<file path="src/rtl/ssp_pkg.sv">
package ssp_pkg;
  localparam int FRAME_MAX = 16;

  localparam logic [2:0] REG_FMT  = 3'd0;
  localparam logic [2:0] REG_MODE = 3'd1;
  localparam logic [2:0] REG_DATA = 3'd2;
  localparam logic [2:0] REG_STAT = 3'd3;
  localparam logic [2:0] REG_PSC  = 3'd4;

  // mode control bit positions
  localparam int MODE_LOOP = 0;
  localparam int MODE_EN   = 1;
  localparam int MODE_SLV  = 2;
  localparam int MODE_SOD  = 3;

  typedef enum logic [1:0] {
    ST_IDLE  = 2'd0,
    ST_LEAD  = 2'd1,
    ST_SHIFT = 2'd2,
    ST_GAP   = 2'd3
  } eng_state_t;
endpackage

</file>
<file path="src/rtl/ssp_fifo.sv">
module ssp_fifo #(
  parameter int WIDTH = 16,
  parameter int DEPTH = 8
) (
  input  logic             clk,
  input  logic             rst_n,
  input  logic             push,
  input  logic [WIDTH-1:0] push_data,
  input  logic             pop,
  output logic [WIDTH-1:0] head,
  output logic             full,
  output logic             empty
);
  localparam int AW = (DEPTH > 1) ? $clog2(DEPTH) : 1;
  localparam int CW = $clog2(DEPTH + 1);

  logic [WIDTH-1:0] mem [DEPTH];
  logic [AW-1:0] wptr_q, wptr_d, rptr_q, rptr_d;
  logic [CW-1:0] cnt_q, cnt_d;
  logic do_push, do_pop;

  assign full    = (cnt_q == CW'(DEPTH));
  assign empty   = (cnt_q == '0);
  assign do_push = push && !full;
  assign do_pop  = pop && !empty;
  assign head    = mem[rptr_q];

  always_comb begin
    wptr_d = wptr_q;
    rptr_d = rptr_q;
    cnt_d  = cnt_q;
    if (do_push) wptr_d = (wptr_q == AW'(DEPTH - 1)) ? '0 : wptr_q + 1'b1;
    if (do_pop)  rptr_d = (rptr_q == AW'(DEPTH - 1)) ? '0 : rptr_q + 1'b1;
    if (do_push && !do_pop) cnt_d = cnt_q + 1'b1;
    else if (do_pop && !do_push) cnt_d = cnt_q - 1'b1;
  end

  always_ff @(posedge clk or negedge rst_n) begin
    if (!rst_n) begin
      wptr_q <= '0;
      rptr_q <= '0;
      cnt_q  <= '0;
    end else begin
      wptr_q <= wptr_d;
      rptr_q <= rptr_d;
      cnt_q  <= cnt_d;
    end
  end

  always_ff @(posedge clk) begin
    if (do_push) mem[wptr_q] <= push_data;
  end
endmodule

</file>
<file path="src/rtl/ssp_rate.sv">
module ssp_rate #(
  parameter int PSC_W = 8,
  parameter int SCR_W = 8
) (
  input  logic             clk,
  input  logic             rst_n,
  input  logic             run,
  input  logic [PSC_W-1:0] psc,
  input  logic [SCR_W-1:0] scr,
  output logic             tick
);
  localparam int LEN_W = PSC_W + SCR_W;

  logic [PSC_W-2:0] psc_half;
  logic [LEN_W-1:0] half_len, cnt_q, cnt_d;

  // half period = (prescale / 2) * (scr + 1), prescale below 2 acts as 2
  assign psc_half = (psc[PSC_W-1:1] == '0) ? (PSC_W-1)'(1) : psc[PSC_W-1:1];
  assign half_len = LEN_W'(psc_half) * (LEN_W'(scr) + LEN_W'(1));
  assign tick     = run && (cnt_q == half_len - LEN_W'(1));

  always_comb begin
    if (!run || tick) cnt_d = '0;
    else              cnt_d = cnt_q + LEN_W'(1);
  end

  always_ff @(posedge clk or negedge rst_n) begin
    if (!rst_n) cnt_q <= '0;
    else        cnt_q <= cnt_d;
  end
endmodule

</file>
<file path="src/rtl/ssp_engine.sv">
module ssp_engine
  import ssp_pkg::*;
#(
  parameter int W = 16
) (
  input  logic         clk,
  input  logic         rst_n,
  input  logic         en,
  input  logic         slave,
  input  logic         loop,
  input  logic         sod,
  input  logic         cpol,
  input  logic         cpha,
  input  logic [4:0]   nbits,
  input  logic         tick,
  input  logic         tx_valid,
  input  logic [W-1:0] tx_word,
  output logic         tx_pop,
  output logic         rx_push,
  output logic [W-1:0] rx_word,
  output logic         run,
  output logic         busy,
  output logic         sclk_out,
  output logic         mosi_out,
  output logic         sel_n_out,
  input  logic         miso_in,
  input  logic         sclk_in,
  input  logic         sel_n_in,
  input  logic         mosi_in,
  output logic         miso_out,
  output logic         miso_oe
);
  eng_state_t state_q, state_d;
  logic [5:0]   cnt_q, cnt_d, last_idx;
  logic [W-1:0] tx_q, tx_d, rx_q, rx_d, rx_next, load_val;
  logic         sclk_q, sclk_d, sel_q, sel_d;
  logic [2:0]   s_sclk, s_sel;
  logic [1:0]   s_mosi;
  logic         sel_act, sel_fall, sclk_chg, ser_in;
  logic         edge_now, sample_now, shift_now, last;

  assign sel_act  = !s_sel[1];
  assign sel_fall = s_sel[2] && !s_sel[1];
  assign sclk_chg = s_sclk[1] ^ s_sclk[2];

  assign last_idx   = {nbits, 1'b0} - 6'd1;
  assign last       = (cnt_q == last_idx);
  assign sample_now = cpha ? cnt_q[0] : !cnt_q[0];
  assign shift_now  = cpha ? (!cnt_q[0] && cnt_q != 6'd0) : cnt_q[0];
  assign ser_in     = loop ? tx_q[W-1] : (slave ? s_mosi[1] : miso_in);
  assign rx_next    = sample_now ? {rx_q[W-2:0], ser_in} : rx_q;
  assign load_val   = tx_word << (5'd16 - nbits);
  assign edge_now   = slave ? (sel_act && sclk_chg)
                            : (((state_q == ST_LEAD) || (state_q == ST_SHIFT)) && tick);

  assign rx_word   = rx_next;
  assign run       = (state_q != ST_IDLE);
  assign busy      = run || (slave && en && sel_act && cnt_q != 6'd0);
  assign sclk_out  = sclk_q;
  assign sel_n_out = sel_q;
  assign mosi_out  = tx_q[W-1];
  assign miso_out  = tx_q[W-1];
  assign miso_oe   = en && slave && sel_act && !sod;

  always_comb begin
    state_d = state_q;
    cnt_d   = cnt_q;
    tx_d    = tx_q;
    rx_d    = rx_q;
    sclk_d  = sclk_q;
    sel_d   = sel_q;
    tx_pop  = 1'b0;
    rx_push = 1'b0;
    if (!en) begin
      state_d = ST_IDLE;
      cnt_d   = '0;
      sclk_d  = cpol;
      sel_d   = 1'b1;
    end else if (slave) begin
      state_d = ST_IDLE;
      sclk_d  = cpol;
      sel_d   = 1'b1;
      if (!sel_act) begin
        cnt_d = '0;
      end else if (sel_fall || (edge_now && last)) begin
        rx_push = edge_now && last;
        tx_pop  = tx_valid;
        tx_d    = tx_valid ? load_val : '0;
        rx_d    = '0;
        cnt_d   = '0;
      end else if (edge_now) begin
        cnt_d = cnt_q + 6'd1;
        rx_d  = rx_next;
        if (shift_now) tx_d = tx_q << 1;
      end
    end else begin
      unique case (state_q)
        ST_IDLE: begin
          sclk_d = cpol;
          sel_d  = 1'b1;
          cnt_d  = '0;
          if (tx_valid) begin
            tx_pop  = 1'b1;
            tx_d    = load_val;
            rx_d    = '0;
            sel_d   = 1'b0;
            state_d = ST_LEAD;
          end
        end
        ST_LEAD, ST_SHIFT: begin
          if (edge_now) begin
            cnt_d  = cnt_q + 6'd1;
            rx_d   = rx_next;
            sclk_d = !sclk_q;
            if (shift_now) tx_d = tx_q << 1;
            if (last) begin
              rx_push = 1'b1;
              sel_d   = 1'b1;
              state_d = ST_GAP;
            end else begin
              state_d = ST_SHIFT;
            end
          end
        end
        ST_GAP: begin
          sclk_d = cpol;
          if (tick) state_d = ST_IDLE;
        end
        default: state_d = ST_IDLE;
      endcase
    end
  end

  always_ff @(posedge clk or negedge rst_n) begin
    if (!rst_n) begin
      state_q <= ST_IDLE;
      cnt_q   <= '0;
      tx_q    <= '0;
      rx_q    <= '0;
      sclk_q  <= 1'b0;
      sel_q   <= 1'b1;
      s_sclk  <= '0;
      s_sel   <= '1;
      s_mosi  <= '0;
    end else begin
      state_q <= state_d;
      cnt_q   <= cnt_d;
      tx_q    <= tx_d;
      rx_q    <= rx_d;
      sclk_q  <= sclk_d;
      sel_q   <= sel_d;
      s_sclk  <= {s_sclk[1:0], sclk_in};
      s_sel   <= {s_sel[1:0], sel_n_in};
      s_mosi  <= {s_mosi[0], mosi_in};
    end
  end
endmodule

</file>
<file path="src/rtl/sync_serial_port.sv">
module sync_serial_port
  import ssp_pkg::*;
#(
  parameter int FIFO_DEPTH = 8,
  parameter int ADDR_W     = 3,
  parameter int BUS_W      = 16
) (
  input  logic              clk,
  input  logic              rst_n,
  input  logic [ADDR_W-1:0] bus_addr,
  input  logic              bus_wr,
  input  logic              bus_rd,
  input  logic [BUS_W-1:0]  bus_wdata,
  output logic [BUS_W-1:0]  bus_rdata,
  output logic              sclk_out,
  output logic              mosi_out,
  output logic              sel_n_out,
  input  logic              miso_in,
  input  logic              sclk_in,
  input  logic              sel_n_in,
  input  logic              mosi_in,
  output logic              miso_out,
  output logic              miso_oe
);
  localparam int W = FRAME_MAX;

  logic [1:0]   rsync;
  logic         rst_n_s;
  logic [W-1:0] fmt_q, fmt_d;
  logic [3:0]   mode_q, mode_d;
  logic [7:1]   psc_q, psc_d;
  logic         wr_fmt, wr_mode, wr_psc, wr_data, rd_data;
  logic         en_eff;
  logic [4:0]   nbits;
  logic         tx_full, tx_empty, rx_full, rx_empty;
  logic [W-1:0] tx_head, rx_head, rx_word;
  logic         tx_pop, rx_push, tick, run, busy, busy_any;

  // asynchronous assertion, synchronous release
  always_ff @(posedge clk or negedge rst_n) begin
    if (!rst_n) rsync <= 2'b00;
    else        rsync <= {rsync[0], 1'b1};
  end
  assign rst_n_s = rsync[1];

  assign wr_fmt  = bus_wr && (bus_addr == REG_FMT);
  assign wr_mode = bus_wr && (bus_addr == REG_MODE);
  assign wr_psc  = bus_wr && (bus_addr == REG_PSC);
  assign wr_data = bus_wr && (bus_addr == REG_DATA);
  assign rd_data = bus_rd && (bus_addr == REG_DATA);

  always_comb begin
    fmt_d  = wr_fmt  ? bus_wdata[W-1:0] : fmt_q;
    mode_d = wr_mode ? bus_wdata[3:0]   : mode_q;
    psc_d  = wr_psc  ? bus_wdata[7:1]   : psc_q;
  end

  always_ff @(posedge clk or negedge rst_n_s) begin
    if (!rst_n_s) begin
      fmt_q  <= '0;
      mode_q <= '0;
      psc_q  <= 7'd1;
    end else begin
      fmt_q  <= fmt_d;
      mode_q <= mode_d;
      psc_q  <= psc_d;
    end
  end

  assign en_eff   = mode_q[MODE_EN] && (fmt_q[5:4] == 2'b00);
  assign nbits    = (fmt_q[3:0] < 4'd3) ? 5'd4 : {1'b0, fmt_q[3:0]} + 5'd1;
  assign busy_any = busy || !tx_empty;

  always_comb begin
    unique case (bus_addr)
      REG_FMT:  bus_rdata = BUS_W'(fmt_q);
      REG_MODE: bus_rdata = BUS_W'(mode_q);
      REG_DATA: bus_rdata = rx_empty ? '0 : BUS_W'(rx_head);
      REG_STAT: bus_rdata = BUS_W'({busy_any, 1'b0, !rx_empty, !tx_full, 1'b0});
      REG_PSC:  bus_rdata = BUS_W'({psc_q, 1'b0});
      default:  bus_rdata = '0;
    endcase
  end

  ssp_fifo #(.WIDTH(W), .DEPTH(FIFO_DEPTH)) i_tx_fifo (
    .clk(clk), .rst_n(rst_n_s),
    .push(wr_data), .push_data(bus_wdata[W-1:0]),
    .pop(tx_pop), .head(tx_head), .full(tx_full), .empty(tx_empty)
  );

  ssp_fifo #(.WIDTH(W), .DEPTH(FIFO_DEPTH)) i_rx_fifo (
    .clk(clk), .rst_n(rst_n_s),
    .push(rx_push), .push_data(rx_word),
    .pop(rd_data), .head(rx_head), .full(rx_full), .empty(rx_empty)
  );

  ssp_rate #(.PSC_W(8), .SCR_W(8)) i_rate (
    .clk(clk), .rst_n(rst_n_s), .run(run),
    .psc({psc_q, 1'b0}), .scr(fmt_q[15:8]), .tick(tick)
  );

  ssp_engine #(.W(W)) i_engine (
    .clk(clk), .rst_n(rst_n_s),
    .en(en_eff), .slave(mode_q[MODE_SLV]), .loop(mode_q[MODE_LOOP]),
    .sod(mode_q[MODE_SOD]), .cpol(fmt_q[6]), .cpha(fmt_q[7]),
    .nbits(nbits), .tick(tick),
    .tx_valid(!tx_empty), .tx_word(tx_head), .tx_pop(tx_pop),
    .rx_push(rx_push), .rx_word(rx_word), .run(run), .busy(busy),
    .sclk_out(sclk_out), .mosi_out(mosi_out), .sel_n_out(sel_n_out),
    .miso_in(miso_in), .sclk_in(sclk_in), .sel_n_in(sel_n_in),
    .mosi_in(mosi_in), .miso_out(miso_out), .miso_oe(miso_oe)
  );
endmodule

</file>
<file path="config.mk">
export PLATFORM = sky130hd
export DESIGN_NAME = sync_serial_port
export DESIGN_NICKNAME = d
export VERILOG_FILES = /design/src/rtl/ssp_pkg.sv /design/src/rtl/ssp_fifo.sv /design/src/rtl/ssp_rate.sv /design/src/rtl/ssp_engine.sv /design/src/rtl/sync_serial_port.sv
export SDC_FILE = /design/constraint.sdc
export NUM_CORES = 1
export LEC_CHECK = 0
export ABC_AREA = 1
export ABC_CLOCK_PERIOD_IN_PS = 4300
export BUFFER_PORTS_ARGS = -buffer_cell sky130_fd_sc_hd__buf_2
export CELL_PAD_IN_SITES_DETAIL_PLACEMENT = 0
export CELL_PAD_IN_SITES_GLOBAL_PLACEMENT = 1
export CORE_ASPECT_RATIO = 2
export CORE_MARGIN = 2
export CORE_UTILIZATION = 45
export CTS_BUF_LIST = sky130_fd_sc_hd__clkbuf_8
export DETAILED_ROUTE_END_ITERATION = 10
export PLACE_DENSITY = 0.76
export SETUP_SLACK_MARGIN = 0.05
export SLEW_MARGIN = 20
export SYNTH_ARGS = -nofsm -noshare
export SYNTH_HDL_FRONTEND = slang
export SYNTH_SLANG_ARGS = --single-unit
</file>
<file path="constraint.sdc">
create_clock -name clk -period 4.3 [get_ports clk]
set_input_delay 0.86 -clock clk [delete_from_list [all_inputs] [get_ports clk]]
set_output_delay 0.86 -clock clk [all_outputs]
set_load 0.01 [all_outputs]
</file>
==> results of run 1 <==
-- metal layers --
layer,GRT usage,part of all wire
met5,0,0
met4,0.1436,0.058
met2,0.4972,0.56
met1,0.2492,0.34
met3,0.02929,0.036
-- what timing repair did --
action | 4_1_cts | 5_1_grt
buffers inserted | 24 | 10
pin swaps | 40 | 21
resized for setup | 50 | 64
endpoints found under the setup margin | 200 | 200
gates cloned | 1 | 3
hold endpoints to repair | 2 | 0
hold buffers | 1 | 0
-- worst max-delay path: cells and delay by family, from the launching register on --
kind	cells	cell delay (ns)
adders and majority gates	8	2.81
and+or+nand+nor	26	2.16
DFF	1	0.39
buffers and inverters	5	0.33
AOI/OAI and AO/OA	2	0.33
xor gates and xnor gates	1	0.14
-- cells in the final DEF (no fill, tap or decap), types with 7 or more instances in the layout --
cell / synthesis / final
o21ai_0: 174 / 148
dfrtp_1: 110 / 108
nand2_1: 717 / 694
buf_4: 5 / 156
nand3_2: 3 / 12
o21ai_1: 13 / 38
o21a_1: 10 / 10
buf_6: 2 / 9
o22ai_1: 15 / 15
a21oi_2: 2 / 9
xnor2_1: 15 / 13
edfxtp_1: 256 / 256
or2_2: 8 / 8
o211ai_1: 14 / 14
buf_2: 16 / 47
nor3_1: 18 / 13
clkinv_1: 3 / 10
inv_2: 9 / 16
fa_1: 41 / 39
buf_12: 0 / 15
nand3_1: 163 / 152
clkbuf_8: 0 / 57
nor3b_1: 7 / 7
nand2_2: 4 / 22
xor2_1: 18 / 18
o221ai_1: 23 / 23
a31oi_1: 11 / 11
inv_1: 210 / 214
clkinv_2: 0 / 11
nor2_2: 1 / 10
a21oi_1: 55 / 47
ha_4: 0 / 12
nand2_4: 3 / 7
nor2_1: 199 / 177
ha_1: 60 / 46
nand4_1: 12 / 12
nor2_4: 2 / 15
-- worst min path at each step --
stage | startpoint | end | slack (ns) | cells after the start
finish | rsync[0]$_DFF_PN0_ | rsync[1]$_DFF_PN0_ | 0.35 | 0
CTS | sel_n_in | i_engine.s_sel[0]$_DFF_PN1_ | 0.31 | 1
detailed placement | rsync[0]$_DFF_PN0_ | rsync[1]$_DFF_PN0_ | 0.34 | 0
global placement | rsync[0]$_DFF_PN0_ | rsync[1]$_DFF_PN0_ | 0.34 | 0
global route | sel_n_in | i_engine.s_sel[0]$_DFF_PN1_ | 0.34 | 1
floorplan | i_engine.s_mosi[0]$_DFF_PN0_ | i_engine.s_mosi[1]$_DFF_PN0_ | 0.33 | 0
-- through the flow --
stage	setup TNS [ns]	hold slack, ns	cell area (sq um)	setup slack (ns)
floorplan	-249.89	0.3312	20610	-1.838
global placement	-334.92	0.3356	22370	-2.079
detailed placement	-354.94	0.3389	22370	-2.214
CTS	-324.23	0.3092	23850	-1.916
global route	-378.19	0.3354	24220	-2.336
finish	-315.95	0.3502	24220	-1.957
-- power by group through the flow --
stage	sequential [W]	clock (W)	combinational (W)
floorplan	0.00444	0	0.00780
detailed placement	0.00453	0	0.0114
CTS	0.00446	0.00294	0.0126
finish	0.00446	0.00286	0.0130
global placement	0.00451	0	0.0113
global route	0.00449	0.00306	0.0146
-- registers in the layout, indices dropped and copies added, names as in the netlist, 2 cells and up --
signal,cells
i_engine.rx_q,16
i_engine.tx_q,16
i_rate.cnt_q,16
i_tx_fifo.wptr_q,3
i_engine.s_sel,3
i_rx_fifo.mem,128
i_rx_fifo.rptr_q,3
i_engine.s_sclk,3
i_tx_fifo.cnt_q,4
rsync,2
fmt_q,16
psc_q,7
mode_q,4
i_engine.s_mosi,2
i_engine.state_q,2
i_tx_fifo.rptr_q,3
i_rx_fifo.cnt_q,4
i_engine.cnt_q,6
i_rx_fifo.wptr_q,3
i_tx_fifo.mem,128
-- logic make-up after synthesis --
family	Yosys count	share of synthesized area
flip-flops	371	0.5193
AO/OA/AOI/OAI	327	0.09096
adder cells (fa/ha/maj)	101	0.07719
other	1	0.0001842
XOR/XNOR	37	0.01850
buffers and inverters	320	0.06164
AND/OR/NAND/NOR	1147	0.2323
-- cell usage after synthesis, types with 16 or more instances --
| library cell | instances | area share |
|---|---|---|
| nand2_1 | 717 | 0.13 |
| fa_1 | 41 | 0.040 |
| nor2_1 | 199 | 0.037 |
| inv_1 | 210 | 0.039 |
| nand3_1 | 163 | 0.040 |
| buf_2 | 16 | 0.0039 |
| dfrtp_1 | 110 | 0.14 |
| nor3_1 | 18 | 0.0044 |
| xor2_1 | 18 | 0.0077 |
| o221ai_1 | 23 | 0.0099 |
| a21oi_1 | 55 | 0.014 |
| o21ai_0 | 174 | 0.043 |
| ha_1 | 60 | 0.037 |
| edfxtp_1 | 256 | 0.38 |
| clkbuf_1 | 64 | 0.012 |
-- final cells by class --
cell class / instances / share of cell area
inverters: 222 / 0.03481
diodes: 2 / 0.0002066
clock buffers: 57 / 0.03239
clock inverters: 42 / 0.01229
flip-flops and latches: 371 / 0.4366
repair buffers: 234 / 0.08042
well taps: 560 / 0.02893
multi-input cells: 1613 / 0.3743
==> results.toml, run 1 <==
[outcome]
status = "finished, violations left"
violations = "negative setup slack"

[critical_path]
cp_slowest_stage_delay_ns = 0.51
critPathCaptureType = "flip-flop"
crit_top_cell = "nand2_1"
crit_type = "reg2reg"
rrSetupSlack_ns = -1.96
required_ns = 4.78
r2r_start = "fmt_q[8]$_DFFE_PN0P_"
r2r-end = "i_tx_fifo.cnt_q[3]$_DFFE_PN0P_"
start_kind = "flip-flop"
cpMaxStageDelayCell = "fa_1"
reg2reg_depth = 42
crit_start = "fmt_q[8]$_DFFE_PN0P_"
worstPathMaxFanout = 4
crit_arrival_ns = 6.74
endpoint = "i_tx_fifo.cnt_q[3]$_DFFE_PN0P_"

[finish]
regArea_sq_um = 10580
nNetsFinal = 2623
multi_input_comb_area_sq_um = 9067
fill_cells = 4079
stdcell_count = 3101
final_util = 0.5399
drive_gt1_frac = 0.1788
area_growth_pct = 18.98

[floorplan]
die_h_microns = 304.8
initial_core_util = 0.4537
die_area_sq_um = 47060
rows = 110
coreArea_sq_um = 44870
io_pins = 48
fp.dieW_microns = 154.4

[placement]
placed_cells = 2963
port_buffers = 47
gp_congestion = 0.9069
dp_hpwl_microns = 43420

[drt]
vias_per_cell = 5.313
routed_wl_microns = 59620
first_pass_iters = 5
drc = 0
avgRoutedWirePerCell_microns = 19.23
antenna_left = 0
vias = 16475
drt-initial-drc-count = 694

[power]
peakVddDrop_uv = 714.6
power_frac_comb = 0.640
p_sw_w = 0.009397
p_int_w = 0.01096
leakage_nw = 10.50
power_density_nw_per_um2 = 840.2
p_seq_frac = 0.219
clkPwrFrac = 0.141
power_w = 0.02035
p_sw_frac = 0.4617

[sta]
worst_slack_ns = -1.957
maxSlewHeadroom = 0.3363
hold_viol = 0
final_max_slew_viol_count = 0
skew_ns = 0.02238
finalSetupViolCount = 200
fin_crit_sh = 1.455
timing.fmax_ghz = 0.1598
rsz0062_at_grt = "yes"
fin_crit_ns = 6.257
tightestPinTransition_ns = 0.9852

[synthesis]
syn_nets = 2432
ys_warn_count = 0
synth.cell_area_sq_um = 20360
syn_area_per_cell_sq_um = 8.836
synthArstFlopShare = 0.3100
ys_seq_area_frac = 0.5193
ys_ff_latch = 371
synth.distinct_cells = 50
netlist_instances = 2304
synth_enable_flop_cells = 256
synth_top_flop_cell = "edfxtp_1"

[global_route]
grt_antenna_before_repair = 2
grt_max_degree = 68
grt_pass1_wl_microns = 91900
grt_overflow = 0
grt_pass1_vias = 16934
grtUsageTotal = 0.2527

[cts]
cts_tree = "built"
cts_made_buffers = 53
cts.sinks = 371
clock_latency_ns = 0.61
h-tree-depth = 2
path_clk_slew_ns = 0.07
clock_tree.root_cell = "clkbuf_8"
cts.path.max_buffers = 3

[job]
drv_cap = 0

[worst_hold_path]
hp-class = "reg2reg"
Note: power is estimated with default switching activity, not from simulation.
==> run 2: changes to the inputs <==
--- a/config.mk
+++ b/config.mk
@@ -13,7 +13,7 @@
 export CORE_ASPECT_RATIO = 2
 export CORE_MARGIN = 2
 export CORE_UTILIZATION = 45
-export CTS_BUF_LIST = sky130_fd_sc_hd__clkbuf_8
+export CTS_BUF_LIST = sky130_fd_sc_hd__clkbuf_4 sky130_fd_sc_hd__clkbuf_8 sky130_fd_sc_hd__clkbuf_16
 export DETAILED_ROUTE_END_ITERATION = 10
 export PLACE_DENSITY = 0.76
 export SETUP_SLACK_MARGIN = 0.05
==> run 2 against run 1 <==
Net effect: the flow still finishes with violations (negative setup slack); final area up 0.80%; via count down 0.50%; cell count fell by 1.1%; non-clock buffer count up 5; hold slack got worse by 0.25 ns; flip-flop and latch count stayed put; routed wire length decreased by 0.44%; critical path type unchanged.
==> results.toml, run 2 (synthesis gave the netlist of run 1 again) <==
[power]
p_int_w = 0.01149
power_density_nw_per_um2 = 858.0
leakage_nw = 10.51
p_sw_frac = 0.4516
p_seq_frac = 0.213
p_sw_w = 0.009461
clkPwrFrac = 0.158
power_frac_comb = 0.629
peakVddDrop_uv = 730.8

[drt]
drc = 0
vias_per_cell = 5.345
vias = 16393
routed_wl_microns = 59360
antenna_left = 0
first_pass_iters = 5
drt-initial-drc-count = 790
avgRoutedWirePerCell_microns = 19.35

[placement]
dp_worst_setup_slack_ns = -2.214
port_buffers = 47
dp_hpwl_microns = 43420
gp_congestion = 0.9069

[sta]
worst_slack_ns = -2.066
tns_ns = -326.41
timing.fmax_ghz = 0.1571
final_max_slew_viol_count = 0
finalSetupViolCount = 200
hold_viol = 0
skew_ns = 0.02339
maxSlewHeadroom = 0.3289
tightestPinTransition_ns = 0.9961
fin_crit_sh = 1.480
fin_crit_ns = 6.366
rsz0062_at_grt = "yes"

[cts]
clock_tree.root_cell = "clkbuf_16"
path_clk_slew_ns = 0.08
cts_hold_buffers = 0
cts_made_buffers = 34
h-tree-depth = 2
cts.path.max_buffers = 3
clock_latency_ns = 0.54
cts.sinks = 371
cts_tree = "built"

[critical_path]
crit_top_cell = "buf_4"
crit_type = "reg2reg"
critPathCaptureType = "flip-flop"
start_kind = "flip-flop"
cpMaxStageDelayCell = "fa_1"
worstPathMaxFanout = 4
crit_arrival_ns = 6.79
cp_slowest_stage_delay_ns = 0.52
required_ns = 4.73

[global_route]
grt_overflow = 0
grt_pass1_wl_microns = 91760
grt_pass1_vias = 16731
grt_antenna_before_repair = 1
grtUsageTotal = 0.2527
grt_max_degree = 68

[worst_hold_path]
hp-class = "in2async"

[finish]
nNetsFinal = 2609
reg.largest.list = "i_rx_fifo.mem: 128 flops, i_tx_fifo.mem: 128 flops"
area_growth_pct = 19.94
final_common_cell = "nand2_1"
final_cell_mix = "nand2_1 (686), edfxtp_1 (256), inv_1 (198), nor2_1 (179), buf_4 (163)"
drive_gt1_frac = 0.1796

[floorplan]
coreArea_sq_um = 44870
die_area_sq_um = 47060
initial_core_util = 0.4537
io_pins = 48
fp.dieW_microns = 154.4
die_h_microns = 304.8
rows = 110

[outcome]
status = "finished, violations left"
violations = "negative setup slack"

[job]
drv_cap = 0
-- run 2: cell type report --
type,instances,area (sq um)
tap,560,700.7
inverter,222,840.8
sequential,371,10580
multi-input combinational,1613,9080
fill,4017,20450
clock buffer,40,937.1
timing repair buffer,239,1996
antenna,1,2.502
clock inverter,21,284.0
-- run 2: routing by layer --
layer,vias to the layer above,track usage,part of all wire
met1,7939,0.2549,0.35
met3,146,0.02431,0.029
met4,0,0.1301,0.054
met2,338,0.5010,0.56
met5,-,0,0
li1,7970,-,-
-- run 2: through the flow --
step / total power [W] / hold slack (ns) / utilization / instances / instance area, sq um
floorplan: 0.01224 / 0.3312 / - / 2304 / 20610
global placement: 0.01577 / 0.3356 / 0.4986 / 2963 / 22370
detailed placement: 0.01595 / 0.3389 / 0.4986 / 2963 / 22370
CTS: 0.02033 / 0.07122 / 0.5359 / 3055 / 24050
global route: 0.02274 / 0.08512 / 0.5442 / 3067 / 24420
finish: 0.02095 / 0.1008 / 0.5442 / 3067 / 24420
-- run 2: power by group through the flow --
stage | logic, W | clock network (W) | registers, W
finish | 0.0132 | 0.00332 | 0.00446
global route | 0.0148 | 0.00350 | 0.00449
CTS | 0.0125 | 0.00338 | 0.00445
detailed placement | 0.0114 | 0 | 0.00453
global placement | 0.0113 | 0 | 0.00451
floorplan | 0.00780 | 0 | 0.00444
-- run 2: worst max-delay path: cells and delay by family, from the launching register on --
kind,cells,cell delay [ns]
AOI/OAI and AO/OA,3,0.32
adders and majority gates,6,2.46
buffers and inverters,17,1.96
DFF,1,0.39
and+or+nand+nor,13,1.15
-- run 2: path summary, 6_finish.rpt --
kind / slack (ns) / start / depth (start not counted) / to
setup / recovery: -2.07 / fmt_q[8]$_DFFE_PN0P_ / 39 / i_rate.cnt_q[14]$_DFF_PN0_
max in group asynchronous: 2.83 / rsync[1]$_DFF_PN0_ / 1 / i_engine.s_sel[1]$_DFF_PN1_
min in group clk: 0.35 / rsync[0]$_DFF_PN0_ / 0 / rsync[1]$_DFF_PN0_
hold / removal: 0.10 / rst_n / 1 / rsync[1]$_DFF_PN0_
hold reg to reg: 0.35 / rsync[0]$_DFF_PN0_ / 0 / rsync[1]$_DFF_PN0_
setup reg to reg: -2.07 / fmt_q[8]$_DFFE_PN0P_ / 39 / i_rate.cnt_q[14]$_DFF_PN0_
-- run 2: timing repair --
| action | 4_1_cts | 5_1_grt |
|---|---|---|
| endpoints found under the setup margin | 200 | 200 |
| pin swaps | 40 | 17 |
| hold endpoints to repair | 0 | 0 |
| setup buffers | 29 | 13 |
| gates cloned | 2 | 3 |
| resized for setup | 48 | 73 |
